[src/rtl/tmr_pkg.sv]
package tmr_pkg;
  // run state of the counter: both modes may be active together
  typedef struct packed {
    logic tmr_run;
    logic evt_run;
  } run_mode_t;

  localparam run_mode_t RUN_IDLE = '{tmr_run: 1'b0, evt_run: 1'b0};
endpackage

[src/rtl/tmr_presc.sv]
module tmr_presc #(
  parameter int DIV = 32
) (
  input  logic clk,
  input  logic rst_n,
  input  logic run,
  input  logic restart,
  input  logic hold,
  output logic tick
);
  localparam int PW = (DIV > 1) ? $clog2(DIV) : 1;
  localparam logic [PW-1:0] LAST = PW'(DIV - 1);

  logic [PW-1:0] pcnt;

  assign tick = run && (pcnt == LAST) && !restart && !hold;

  always_ff @(posedge clk) begin
    if (!rst_n) begin
      pcnt <= '0;
    end else if (restart) begin
      pcnt <= '0;
    end else if (run) begin
      if (pcnt == LAST) pcnt <= '0;
      else              pcnt <= pcnt + 1'b1;
    end
  end

  // after a tick the prescaler starts a new period from zero
  a_r2_tick_restarts: assert property (@(posedge clk) disable iff (!rst_n)
    tick |=> (pcnt == '0));

  // a restart always empties the prescaler
  a_r2_restart_clears: assert property (@(posedge clk) disable iff (!rst_n)
    restart |=> (pcnt == '0));
endmodule

[src/rtl/tmr_edge_sync.sv]
module tmr_edge_sync #(
  parameter int STAGES = 2
) (
  input  logic clk,
  input  logic rst_n,
  input  logic din,
  output logic fall
);
  // STAGES synchronizer flops plus one history flop for edge detection
  logic [STAGES:0] shr;

  always_ff @(posedge clk) begin
    if (!rst_n) shr <= '0;
    else        shr <= {shr[STAGES-1:0], din};
  end

  assign fall = shr[STAGES] & ~shr[STAGES-1];

  // an edge pulse is never two cycles long
  a_r3_single_pulse: assert property (@(posedge clk) disable iff (!rst_n)
    fall |=> !fall);
endmodule

[src/rtl/tmr_arb.sv]
module tmr_arb (
  input  logic boundary,
  input  logic master_en,
  input  logic ext_pend,
  input  logic ext_en,
  input  logic tmr_pend,
  input  logic tmr_en,
  output logic take_ext,
  output logic take_tmr
);
  logic gate;
  logic ext_ready;
  logic tmr_ready;

  assign gate      = boundary & master_en;
  assign ext_ready = ext_pend & ext_en;
  assign tmr_ready = tmr_pend & tmr_en;

  // external request has priority at the boundary
  assign take_ext = gate & ext_ready;
  assign take_tmr = gate & tmr_ready & ~ext_ready;
endmodule

[src/rtl/tmr_evt_unit.sv]
module tmr_evt_unit #(
  parameter int CNT_W       = 8,
  parameter int PRESC_DIV   = 32,
  parameter int SYNC_STAGES = 2
) (
  input  logic             clk,
  input  logic             rst_n,
  input  logic             cmd_start_tmr,
  input  logic             cmd_start_evt,
  input  logic             cmd_stop,
  input  logic             cmd_tint_en,
  input  logic             cmd_tint_dis,
  input  logic             cmd_flag_clr,
  input  logic             cnt_wr,
  input  logic [CNT_W-1:0] cnt_wdata,
  output logic [CNT_W-1:0] cnt_rdata,
  input  logic             ev_in,
  input  logic             ext_pend,
  input  logic             ext_en,
  input  logic             master_en,
  input  logic             boundary,
  output logic             ovf_flag,
  output logic             tmr_pend,
  output logic             take_ext,
  output logic             take_tmr
);
  import tmr_pkg::*;

  localparam logic [CNT_W-1:0] CNT_MAX = {CNT_W{1'b1}};

  run_mode_t        mode;
  logic             tint_en;
  logic [CNT_W-1:0] cnt_q;
  logic             ovf_q;
  logic             pend_q;
  logic             tmr_tick;
  logic             ev_fall;
  logic             evt_step;
  logic             cnt_inc;
  logic             wrap;

  // timer path prescaler
  tmr_presc #(.DIV(PRESC_DIV)) u_presc (
    .clk     (clk),
    .rst_n   (rst_n),
    .run     (mode.tmr_run),
    .restart (cmd_start_tmr),
    .hold    (cmd_stop),
    .tick    (tmr_tick)
  );

  // event path synchronizer and falling-edge detector
  tmr_edge_sync #(.STAGES(SYNC_STAGES)) u_sync (
    .clk   (clk),
    .rst_n (rst_n),
    .din   (ev_in),
    .fall  (ev_fall)
  );

  assign evt_step = mode.evt_run & ev_fall & ~cmd_stop;
  assign cnt_inc  = tmr_tick | evt_step;
  assign wrap     = cnt_inc & ~cnt_wr & (cnt_q == CNT_MAX);

  // run mode: stop dominates both starts
  always_ff @(posedge clk) begin
    if (!rst_n) begin
      mode <= RUN_IDLE;
    end else if (cmd_stop) begin
      mode <= RUN_IDLE;
    end else begin
      if (cmd_start_tmr) mode.tmr_run <= 1'b1;
      if (cmd_start_evt) mode.evt_run <= 1'b1;
    end
  end

  // counter: a write overrides any advance
  always_ff @(posedge clk) begin
    if (!rst_n)       cnt_q <= '0;
    else if (cnt_wr)  cnt_q <= cnt_wdata;
    else if (cnt_inc) cnt_q <= cnt_q + 1'b1;
  end

  // sticky overflow flag: a wrap beats a clear
  always_ff @(posedge clk) begin
    if (!rst_n)            ovf_q <= 1'b0;
    else if (wrap)         ovf_q <= 1'b1;
    else if (cmd_flag_clr) ovf_q <= 1'b0;
  end

  // timer interrupt enable: disable beats enable
  always_ff @(posedge clk) begin
    if (!rst_n)            tint_en <= 1'b0;
    else if (cmd_tint_dis) tint_en <= 1'b0;
    else if (cmd_tint_en)  tint_en <= 1'b1;
  end

  // pending timer request
  always_ff @(posedge clk) begin
    if (!rst_n)                pend_q <= 1'b0;
    else if (cmd_tint_dis)     pend_q <= 1'b0;
    else if (wrap && tint_en)  pend_q <= 1'b1;
    else if (take_tmr)         pend_q <= 1'b0;
  end

  tmr_arb u_arb (
    .boundary  (boundary),
    .master_en (master_en),
    .ext_pend  (ext_pend),
    .ext_en    (ext_en),
    .tmr_pend  (pend_q),
    .tmr_en    (tint_en),
    .take_ext  (take_ext),
    .take_tmr  (take_tmr)
  );

  assign cnt_rdata = cnt_q;
  assign ovf_flag  = ovf_q;
  assign tmr_pend  = pend_q;

  // never both grants
  a_r9_one_grant: assert property (@(posedge clk) disable iff (!rst_n)
    $onehot0({take_ext, take_tmr}));

  // no grant outside a boundary or with the master enable low
  a_r11_gated: assert property (@(posedge clk) disable iff (!rst_n)
    (!boundary || !master_en) |-> !(take_ext || take_tmr));

  // written value appears on the next edge
  a_r8_write_wins: assert property (@(posedge clk) disable iff (!rst_n)
    cnt_wr |=> (cnt_rdata == $past(cnt_wdata)));

  // stop freezes the counter in its own cycle
  a_r4_stop_holds: assert property (@(posedge clk) disable iff (!rst_n)
    (cmd_stop && !cnt_wr) |=> $stable(cnt_rdata));

  // stop leaves both modes off
  a_r4_modes_off: assert property (@(posedge clk) disable iff (!rst_n)
    cmd_stop |=> (mode == RUN_IDLE));

  // flag stays up until a clear
  a_r5_flag_sticky: assert property (@(posedge clk) disable iff (!rst_n)
    (ovf_flag && !cmd_flag_clr) |=> ovf_flag);

  // with the interrupt disabled no request appears
  a_r6_no_pend_disabled: assert property (@(posedge clk) disable iff (!rst_n)
    (!tint_en && !tmr_pend) |=> !tmr_pend);

  // disable drops enable and pending request
  a_r7_disable_clears: assert property (@(posedge clk) disable iff (!rst_n)
    cmd_tint_dis |=> (!tmr_pend && !tint_en));

  // a taken timer request is gone unless a fresh wrap arrives
  a_r10_take_clears: assert property (@(posedge clk) disable iff (!rst_n)
    (take_tmr && !cnt_inc) |=> !tmr_pend);
endmodule

[config.mk]
export PLATFORM = sky130hd
export DESIGN_NAME = tmr_evt_unit
export DESIGN_NICKNAME = d
export VERILOG_FILES = /design/src/rtl/tmr_pkg.sv /design/src/rtl/tmr_presc.sv /design/src/rtl/tmr_edge_sync.sv /design/src/rtl/tmr_arb.sv /design/src/rtl/tmr_evt_unit.sv
export SDC_FILE = /design/constraint.sdc
export NUM_CORES = 1
export LEC_CHECK = 0
export BUFFER_PORTS_ARGS = -buffer_cell sky130_fd_sc_hd__buf_2
export CORE_UTILIZATION = 45
export DETAILED_ROUTE_END_ITERATION = 10
export PLACE_DENSITY = 0.74
export SLEW_MARGIN = 25
export SYNTH_ARGS = -nofsm -noshare
export SYNTH_HDL_FRONTEND = slang
export SYNTH_SLANG_ARGS = --single-unit
[constraint.sdc]
create_clock -name clk -period 1.8 [get_ports clk]
set_input_delay 0.36 -clock clk [delete_from_list [all_inputs] [get_ports clk]]
set_output_delay 0.36 -clock clk [all_outputs]
set_load 0.01 [all_outputs]
==> out/qor.yml, run 1 <==
critical_path:
  required_ns: 2.05
  arrival_ns: 1.99
  cp_max_fo: 7
  cp-end-kind: "register"
  r2r_end: "cnt_rdata[6]"
  rrSetupSlack_ns: 0.06
  r2r_start: "u_presc.pcnt[1]"
  ff2ff_path_depth: 8
  path_class: "reg -> reg"
  start_kind: "register"
logic_synthesis:
  synth.cell_area_um2: 1089
  syn-num-nets: 146
  yosysWarnings: 0
  synth-seq-cells: 21
  syn_inst: 121
  syn_avg_cell_area_um2: 8.996
  synth_area_leader_cell: "dfxtp_1"
  ys.flop_type: "dfxtp_1"
  ys_async_sr_fraction_pct: 0
  synth_edf_count: 0
  synth.distinct_cells: 37
  synth_area_leaders: "dfxtp_1, nor2_1, a211oi_1"
  yosysSeqAreaShare_pct: 38.62
  synth_top_area_share_pct: 38.62
global_routing:
  grt_start_max_net_pins: 19
  grt_antenna_before_repair: 0
  grt_first_pass_wirelength_um: 4609
  grt_pass1_vias: 1060
  gr-total-overflow: 0
  grt_usage_pct: 23.68
floorplanning:
  rows: 17
  num_io_pins: 34
  dieArea_um2: 2620
  core_area_um2: 2255
  die_width_um: 51.19
  die_height_um: 51.19
  start_util_pct: 48.28
layout:
  synthToLayoutAreaGrowth_pct: 31.15
  nets: 186
  finalInstanceArea_um2: 1428
  drive_gt1_share_pct: 36.25
  layout_commonest_cell: "buf_2"
  nFillCells: 215
  most-common-layout-cells: "buf_2, dfxtp_1, nor2_1, o21ai_0, buf_4"
  antennaDiodeCount: 0
  post-route-util_pct: 63.32
  stdcell_count: 188
worst_hold_path:
  hp-class: "in -> reg"
  min_path_cells: 3
  min_to: "mode[0]"
  hp-start: "cmd_start_evt"
power_and_ir_drop:
  p_total_mw: 0.8468
  p_per_area_nw_per_um2: 593.1
  peakVddDrop_uv: 353.4
  leakage_nw: 0.5959
placed_design:
  dpl.hpwl_um: 1944
  placed_cell_area_um2: 1291
  portBuffers: 33
  finalWeightedCongestion: 0.7976
  placed_cells: 180
sta:
  timing.final.crit_share_pct: 96.76
  finalMaxSlewViolations: 0
  final.min_clock_period_ns: 1.742
  setup_viol: 0
  maxSlewHeadroom_pct: 71.21
  fmax_ghz: 0.5742
  tightest_slew_ns: 0.4294
  hold_violations: 0
  fin_skew_ns: 0.007422
drt:
  vias: 1126
  dr.pass1.iters: 4
  route.detailed.drc: 0
  drtIter0Drc: 28
  viasPerCell: 5.989
  wire_per_inst_um: 14.99
  ant_nets: 0
  drt_wl_total_um: 2818
clock_tree:
  cts_max_level: 1
  tritoncts: "built"
  root_buffer: "clkbuf_4"
  numClockSinks: 21
  cts_buffers: 3
  clkTransAtPathRegs_ns: 0.12
  holdBufCountCts: 0
  clk_path_buf_depth: 2
  clkLatencyLatePin_ns: 0.30
run:
  max_cap_violations: 0
status:
  run_status: "complete, no violations"
==> registers in the layout, indices dropped and copies added, names as in the netlist <==
signal,flops
tint_en,1
cnt_rdata,8
mode,2
tmr_pend,1
u_sync.shr,3
u_presc.pcnt,5
ovf_flag,1
==> cell type report <==
cell class,count,area (um2),area share (%)
multi-input combinational,89,693.2,48.55
sequential,21,425.4,29.80
inverter,5,18.77,1.315
clock buffer,4,26.28,1.840
tap,28,35.03,2.454
timing repair buffer,41,229.0,16.04
==> cell usage after synthesis (2+ instances only) <==
cell type	instances
nand2_1	2
and4bb_2	2
nand4bb_1	2
ha_1	3
nor2_1	13
buf_2	4
inv_1	5
and2_1	3
nand4_1	3
nand3_1	6
clkbuf_1	2
a2111oi_0	3
a21o_1	2
o2111ai_1	3
nor2b_1	3
a21boi_0	2
nand2b_1	5
a211oi_1	5
o211ai_1	2
and4_1	2
and3_1	2
dfxtp_1	21
o21ai_0	7
o311a_1	2
a21oi_1	4
mux2i_1	2
==> routing by layer <==
| metal | global-route usage [%] | vias up | routed length [um] |
|---|---|---|---|
| met4 | 12.04 | 0 | 30 |
| met2 | 40.79 | 48 | 1509 |
| met3 | 4.167 | 4 | 156 |
| met1 | 27.84 | 537 | 1122 |
| met5 | 0 | - | 0 |
| li1 | - | 537 | - |
==> worst max path at each step <==
stage | from | to | slack [ns] | depth (start not counted)
final | u_presc.pcnt[1] | cnt_rdata[6] | 0.06 | 8
after global routing | u_presc.pcnt[1] | cnt_rdata[0] | -0.03 | 7
after detailed placement | u_presc.pcnt[1] | cnt_rdata[5] | -0.12 | 6
after CTS | u_presc.pcnt[1] | cnt_rdata[7] | 0.01 | 7
after global placement | u_presc.pcnt[1] | cnt_rdata[4] | -0.004 | 6
after floorplan | u_presc.pcnt[0] | cnt_rdata[3] | 0.09 | 7
==> critical path, stage by stage (launching register included) <==
cell,delay (ns)
dfxtp_4,0.38
ha_4,0.16
and3_4,0.18
ha_4,0.17
buf_6,0.11
and4bb_4,0.22
buf_4,0.14
o2111ai_2,0.15
o311a_1,0.17
==> per-stage QoR <==
stage	setup TNS (ns)	hold WS [ns]	worst slack, ns
CTS	0	0.2497	0.009914
global route	-0.03408	0.2458	-0.02572
floorplan	0	0.4119	0.09183
finish	0	0.2528	0.05832
global placement	-0.004118	0.4139	-0.003891
detailed placement	-0.4085	0.4238	-0.1170
==> kinds of logic (layout without fill, tap and decap cells) <==
group	count (synthesis)	in the layout	share of synthesized area [%]
buf+inv	11	50	4.253
compound gates	36	36	24.48
mux	2	2	1.839
xor+xnor	1	1	0.8047
simple gates	47	47	26.55
fa+ha+maj	3	3	3.449
flops	21	21	38.62
==> power breakdown <==
group,total [mW],switching (mW),internal (mW)
combinational,0.114,0.0583,0.0562
sequential,0.500,0.0189,0.482
clock,0.232,0.145,0.0863
==> timing repair <==
item                       CTS  global route
setup endpoints to repair    7             9
resized for setup           11             7
hold endpoints to repair     0             0
setup buffers                0             4
pin swaps                    0             3
No activity file was read; power rests on OpenSTA's default activity.
==> inputs of run 2 (changes only) <==
- BUFFER_PORTS_ARGS: -buffer_cell sky130_fd_sc_hd__buf_2 -> not set
- CORE_UTILIZATION: 45 -> 47
- DONT_BUFFER_PORTS: not set -> 1
- PLACE_DENSITY: 0.74 -> not set
- SKIP_CTS_REPAIR_TIMING: not set -> 1
- SLEW_MARGIN: 25 -> 5
==> run 2 against run 1 <==
Core utilization shrank 7.4 points. Non-clock buffer count decreased by 34. Sequential power rose by 0.8%. Largest power group unchanged.
==> out/qor.yml, run 2 (synthesized netlist as in run 1, its figures left out) <==
layout:
  most-common-layout-cells: "dfxtp_1, nor2_1, o21ai_0, buf_4, nand3_1"
  drive_gt1_share_pct: 18.25
  post-route-util_pct: 55.91
  synthToLayoutAreaGrowth_pct: 12.53
  nets: 152
  largest_reg_flops: 8
  antennaDiodeCount: 0
  layout_commonest_cell: "dfxtp_1"
floorplanning:
  rows: 17
  die_height_um: 50.13
  num_io_pins: 34
  dieArea_um2: 2513
  die_width_um: 50.13
  start_util_pct: 49.69
  core_area_um2: 2191
sta:
  fin_skew_ns: 0.01194
  fmax_ghz: 0.5890
  final.min_clock_period_ns: 1.698
  maxSlewHeadroom_pct: 65.95
  tightest_slew_ns: 0.5079
  finalMaxSlewViolations: 0
  finalSetupTns_ns: 0
  setup_ws_ns: 0.1023
  setup_viol: 0
  hold_violations: 0
  timing.final.crit_share_pct: 94.32
critical_path:
  rrSetupSlack_ns: 0.10
  arrival_ns: 1.91
  r2r_start: "u_presc.pcnt[1]"
  cp_max_fo: 7
  crit_family: "simple AND/OR/NAND/NOR gates"
  r2r_end: "cnt_rdata[0]"
  ff2ff_path_depth: 7
  required_ns: 2.01
  start_kind: "register"
  path_class: "reg -> reg"
  max_stage_delay_ns: 0.35
  cp-end-kind: "register"
  critical_path_buf_inv_count: 1
  cpMostUsedCell: "ha_2"
  crit_slowest_cell: "dfxtp_2"
  worstPathCellList: "ha_2 -> and3_1 -> ha_2 -> buf_4 -> and4bb_4 -> nor3_1 -> o41ai_2"
power_and_ir_drop:
  p_total_mw: 0.7997
  leakage_nw: 0.4359
  peakVddDrop_uv: 462.2
  p_per_area_nw_per_um2: 652.9
clock_tree:
  root_buffer: "clkbuf_4"
  clkTransAtPathRegs_ns: 0.12
  numClockSinks: 21
  clkLatencyLatePin_ns: 0.31
  tritoncts: "built"
  cts_buffers: 3
  clk_path_buf_depth: 2
  cts_max_level: 1
worst_hold_path:
  hp-class: "in -> reg"
  min_to: "tint_en"
  min_path_cells: 1
  hp-start: "cmd_tint_en"
global_routing:
  grt_antenna_before_repair: 0
  grt_start_max_net_pins: 19
  gr-total-overflow: 0
  grt_first_pass_wirelength_um: 3843
  grt_usage_pct: 20.54
  grt_pass1_vias: 884
placed_design:
  dpl.hpwl_um: 1646
  dp_worst_setup_slack_ns: 0.004339
  portBuffers: 0
  finalWeightedCongestion: 0.7569
drt:
  dr.pass1.iters: 4
  drtIter0Drc: 11
  route.detailed.drc: 0
  ant_nets: 0
  drt_wl_total_um: 2351
  wire_per_inst_um: 15.27
  vias: 940
  viasPerCell: 6.104
run:
  max_cap_violations: 0
status:
  run_status: "complete, no violations"
[run 2: worst max path at each step]
stage / startpoint / to / slack, ns / cells past startpoint
floorplan: u_presc.pcnt[0] / cnt_rdata[3] / 0.09 / 7
global placement: u_presc.pcnt[0] / cnt_rdata[4] / 0.08 / 7
detailed placement: u_presc.pcnt[0] / cnt_rdata[7] / 0.004 / 7
CTS: u_presc.pcnt[0] / cnt_rdata[7] / -0.04 / 7
global route: u_presc.pcnt[1] / cnt_rdata[4] / -0.0003 / 7
finish: u_presc.pcnt[1] / cnt_rdata[0] / 0.10 / 7
[run 2: metrics by stage]
step,cells,area (um2),hold WS [ns]
2_1_floorplan,121,1089,0.4119
3_3_place_gp,150,1149,0.4168
3_5_place_dp,150,1149,0.4245
4_1_cts,154,1175,0.1372
5_1_grt,154,1225,0.1254
6_report,154,1225,0.1515
[run 2: where the power goes]
group / switching [mW] / internal (mW) / total, mW
clock: 0.142 / 0.0864 / 0.229
combinational: 0.0337 / 0.0332 / 0.0669
sequential: 0.0212 / 0.483 / 0.504
total: 0.197 / 0.603 / 0.800
[run 2: layout make-up]
type                            instances  area (um2)
Clock buffer                            4       26.28
Timing Repair Buffer                    7       52.55
Multi-Input combinational cell         89       669.4
Tap cell                               28       35.03
Fill cell                             194       965.9
Sequential cell                        21       422.9
Inverter                                5       18.77
[run 2: worst register-to-register path: cells and delay by family (launching register included)]
kind	cells	cell delay, ns
AND/OR/NAND/NOR	3	0.53
adder cells (fa/ha/maj)	2	0.36
flip-flops	1	0.35
AO/OA/AOI/OAI	1	0.26
buffers and inverters	1	0.12
[run 2: routing by layer]
| metal | routed length, um | up-vias | track usage [%] | part of all wire (%) |
|---|---|---|---|---|
| li1 | - | 467 | - | - |
| met4 | 49 | 0 | 11.43 | 2.1 |
| met2 | 1134 | 35 | 34.89 | 48 |
| met1 | 1011 | 434 | 22.37 | 43 |
| met5 | 0 | - | 0 | 0 |
| met3 | 156 | 4 | 6.173 | 6.6 |
==> inputs of run 3 (changes only) <==
- CORE_MARGIN: not set -> 5
- RECOVER_POWER: not set -> 100
==> run 3 against run 2 <==
Wire length rose by 5.5%. Hold slack got worse by 0.0066 ns. Cell area rose by 0.61%. Count of clock-buffer cells in the layout did not move. Core utilization fell by 0.20 points. Cell count did not move. Fmax rose by 0.26%. Die area rose by 34%. Clock skew fell by 0.0093 ns. Non-clock buffer count did not move. Sequential cell count did not move. Largest power group unchanged.
==> out/qor.yml, run 3 (synthesized netlist as in run 1, its figures left out) <==
status:
  run_status: "complete, no violations"
sta:
  timing.final.crit_share_pct: 94.08
  fin_skew_ns: 0.002628
  hold_violations: 0
  fmax_ghz: 0.5905
  tightest_slew_ns: 0.4399
  maxSlewHeadroom_pct: 70.67
  final.min_clock_period_ns: 1.693
  finalMaxSlewViolations: 0
  finalSetupTns_ns: 0
  setup_viol: 0
  rsz0062_at_grt: "false"
power_and_ir_drop:
  p_total_mw: 0.7921
  combinationalPowerShare_pct: 8.3
  p_switching_mw: 0.1902
  leakage_nw: 0.4314
  switching_share_pct: 24.01
  p_int_mw: 0.6019
  p_seq_share_pct: 63.7
  pwr-share-clk_pct: 28.0
  peakVddDrop_uv: 416.6
  p_per_area_nw_per_um2: 642.7
global_routing:
  grt_pass1_vias: 909
  grt_usage_pct: 15.11
  gr-total-overflow: 0
  grt_start_max_net_pins: 19
  grt_first_pass_wirelength_um: 4057
  grt_antenna_before_repair: 0
critical_path:
  r2r_start: "u_presc.pcnt[0]"
  required_ns: 2.03
  crit_start: "u_presc.pcnt[0]"
  cp-end-kind: "register"
  critical_path_buf_inv_count: 1
  crit_family: "compound AO/OA/AOI/OAI gates"
  arrival_ns: 1.92
  max_stage_delay_ns: 0.35
  start_kind: "register"
  cpMostUsedCell: "ha_4"
  worstPathCellList: "ha_4 -> and3_4 -> ha_4 -> buf_6 -> and4bb_4 -> o2111a_1 -> a211oi_2"
  path_class: "reg -> reg"
  crit_slowest_cell: "dfxtp_2"
  cp_max_fo: 7
layout:
  nets: 152
  layout_commonest_cell: "dfxtp_1"
  antennaDiodeCount: 0
  synthToLayoutAreaGrowth_pct: 13.22
  finalInstanceArea_um2: 1232
  drive_gt1_share_pct: 15.87
  largest_reg_flops: 8
  most-common-layout-cells: "dfxtp_1, nor2_1, o21ai_0, nand3_1"
drt:
  drtIter0Drc: 23
  route.detailed.drc: 0
  ant_nets: 0
  wire_per_inst_um: 16.11
  dr.pass1.iters: 4
  drt_wl_total_um: 2481
  vias: 943
  viasPerCell: 6.123
placed_design:
  placed_cell_area_um2: 1149
  dpl.hpwl_um: 1808
  finalWeightedCongestion: 0.7239
  portBuffers: 0
clock_tree:
  cts_buffers: 3
  clk_path_buf_depth: 2
  root_buffer: "clkbuf_4"
  tritoncts: "built"
  cts_max_level: 1
  clkTransAtPathRegs_ns: 0.11
  clkLatencyLatePin_ns: 0.30
  numClockSinks: 21
floorplanning:
  dieArea_um2: 3379
  die_width_um: 58.13
  num_io_pins: 34
  core_area_um2: 2212
  die_height_um: 58.13
  rows: 17
  start_util_pct: 49.21
worst_hold_path:
  hp-class: "in -> reg"
  hp-start: "cnt_wr"
run:
  max_cap_violations: 0
==> run 3: cell type report <==
type / instances / area [um2]
well taps: 28 / 35.03
fillers: 221 / 979.7
multi-input cells: 89 / 684.4
repair buffers: 7 / 45.04
flip-flops and latches: 21 / 422.9
clock buffers: 4 / 26.28
inverters: 5 / 18.77
==> run 3: path summary, 6_finish.rpt <==
| check | depth (start not counted) | end | slack, ns |
|---|---|---|---|
| worst max register to register | 7 | cnt_rdata[7] | 0.11 |
| worst min-delay path | 1 | cnt_rdata[0] | 0.14 |
| worst min register to register | 1 | u_sync.shr[1] | 0.45 |
| worst max-delay path | 7 | cnt_rdata[7] | 0.11 |
==> run 3: worst reg2reg max path, stage by stage, from the launching register on <==
cell and delay (ns):
dfxtp_2 0.35, ha_4 0.17, and3_4 0.18, ha_4 0.16, buf_6 0.12, and4bb_4 0.22
o2111a_1 0.24, a211oi_2 0.19
==> run 3: metal layers <==
layer | vias to the layer above | wire, um | GRT usage (%)
met5 | - | 0 | 0
met4 | 0 | 36 | 3.974
met3 | 4 | 164 | 4.900
met2 | 27 | 1187 | 25.65
met1 | 445 | 1092 | 18.28
li1 | 467 | - | -
==> run 3: metrics by stage <==
stage | hold WS (ns) | setup WS (ns) | cells | util [%]
after global routing | 0.1214 | 0.01171 | 154 | 55.71
after detailed placement | 0.4255 | -0.03158 | 150 | 51.92
final | 0.1449 | 0.1066 | 154 | 55.71
after CTS | 0.1529 | -0.05246 | 154 | 53.11
after global placement | 0.4180 | 0.04310 | 150 | 51.92
after floorplan | 0.4119 | 0.09183 | 121 | -
==> run 3: power by group through the flow <==
stage	clock network, mW	logic (mW)	registers (mW)
after floorplan	0	0.0526	0.513
after global placement	0	0.0633	0.514
after detailed placement	0	0.0641	0.514
after CTS	0.223	0.0644	0.504
after global routing	0.256	0.0733	0.508
final	0.222	0.0657	0.504
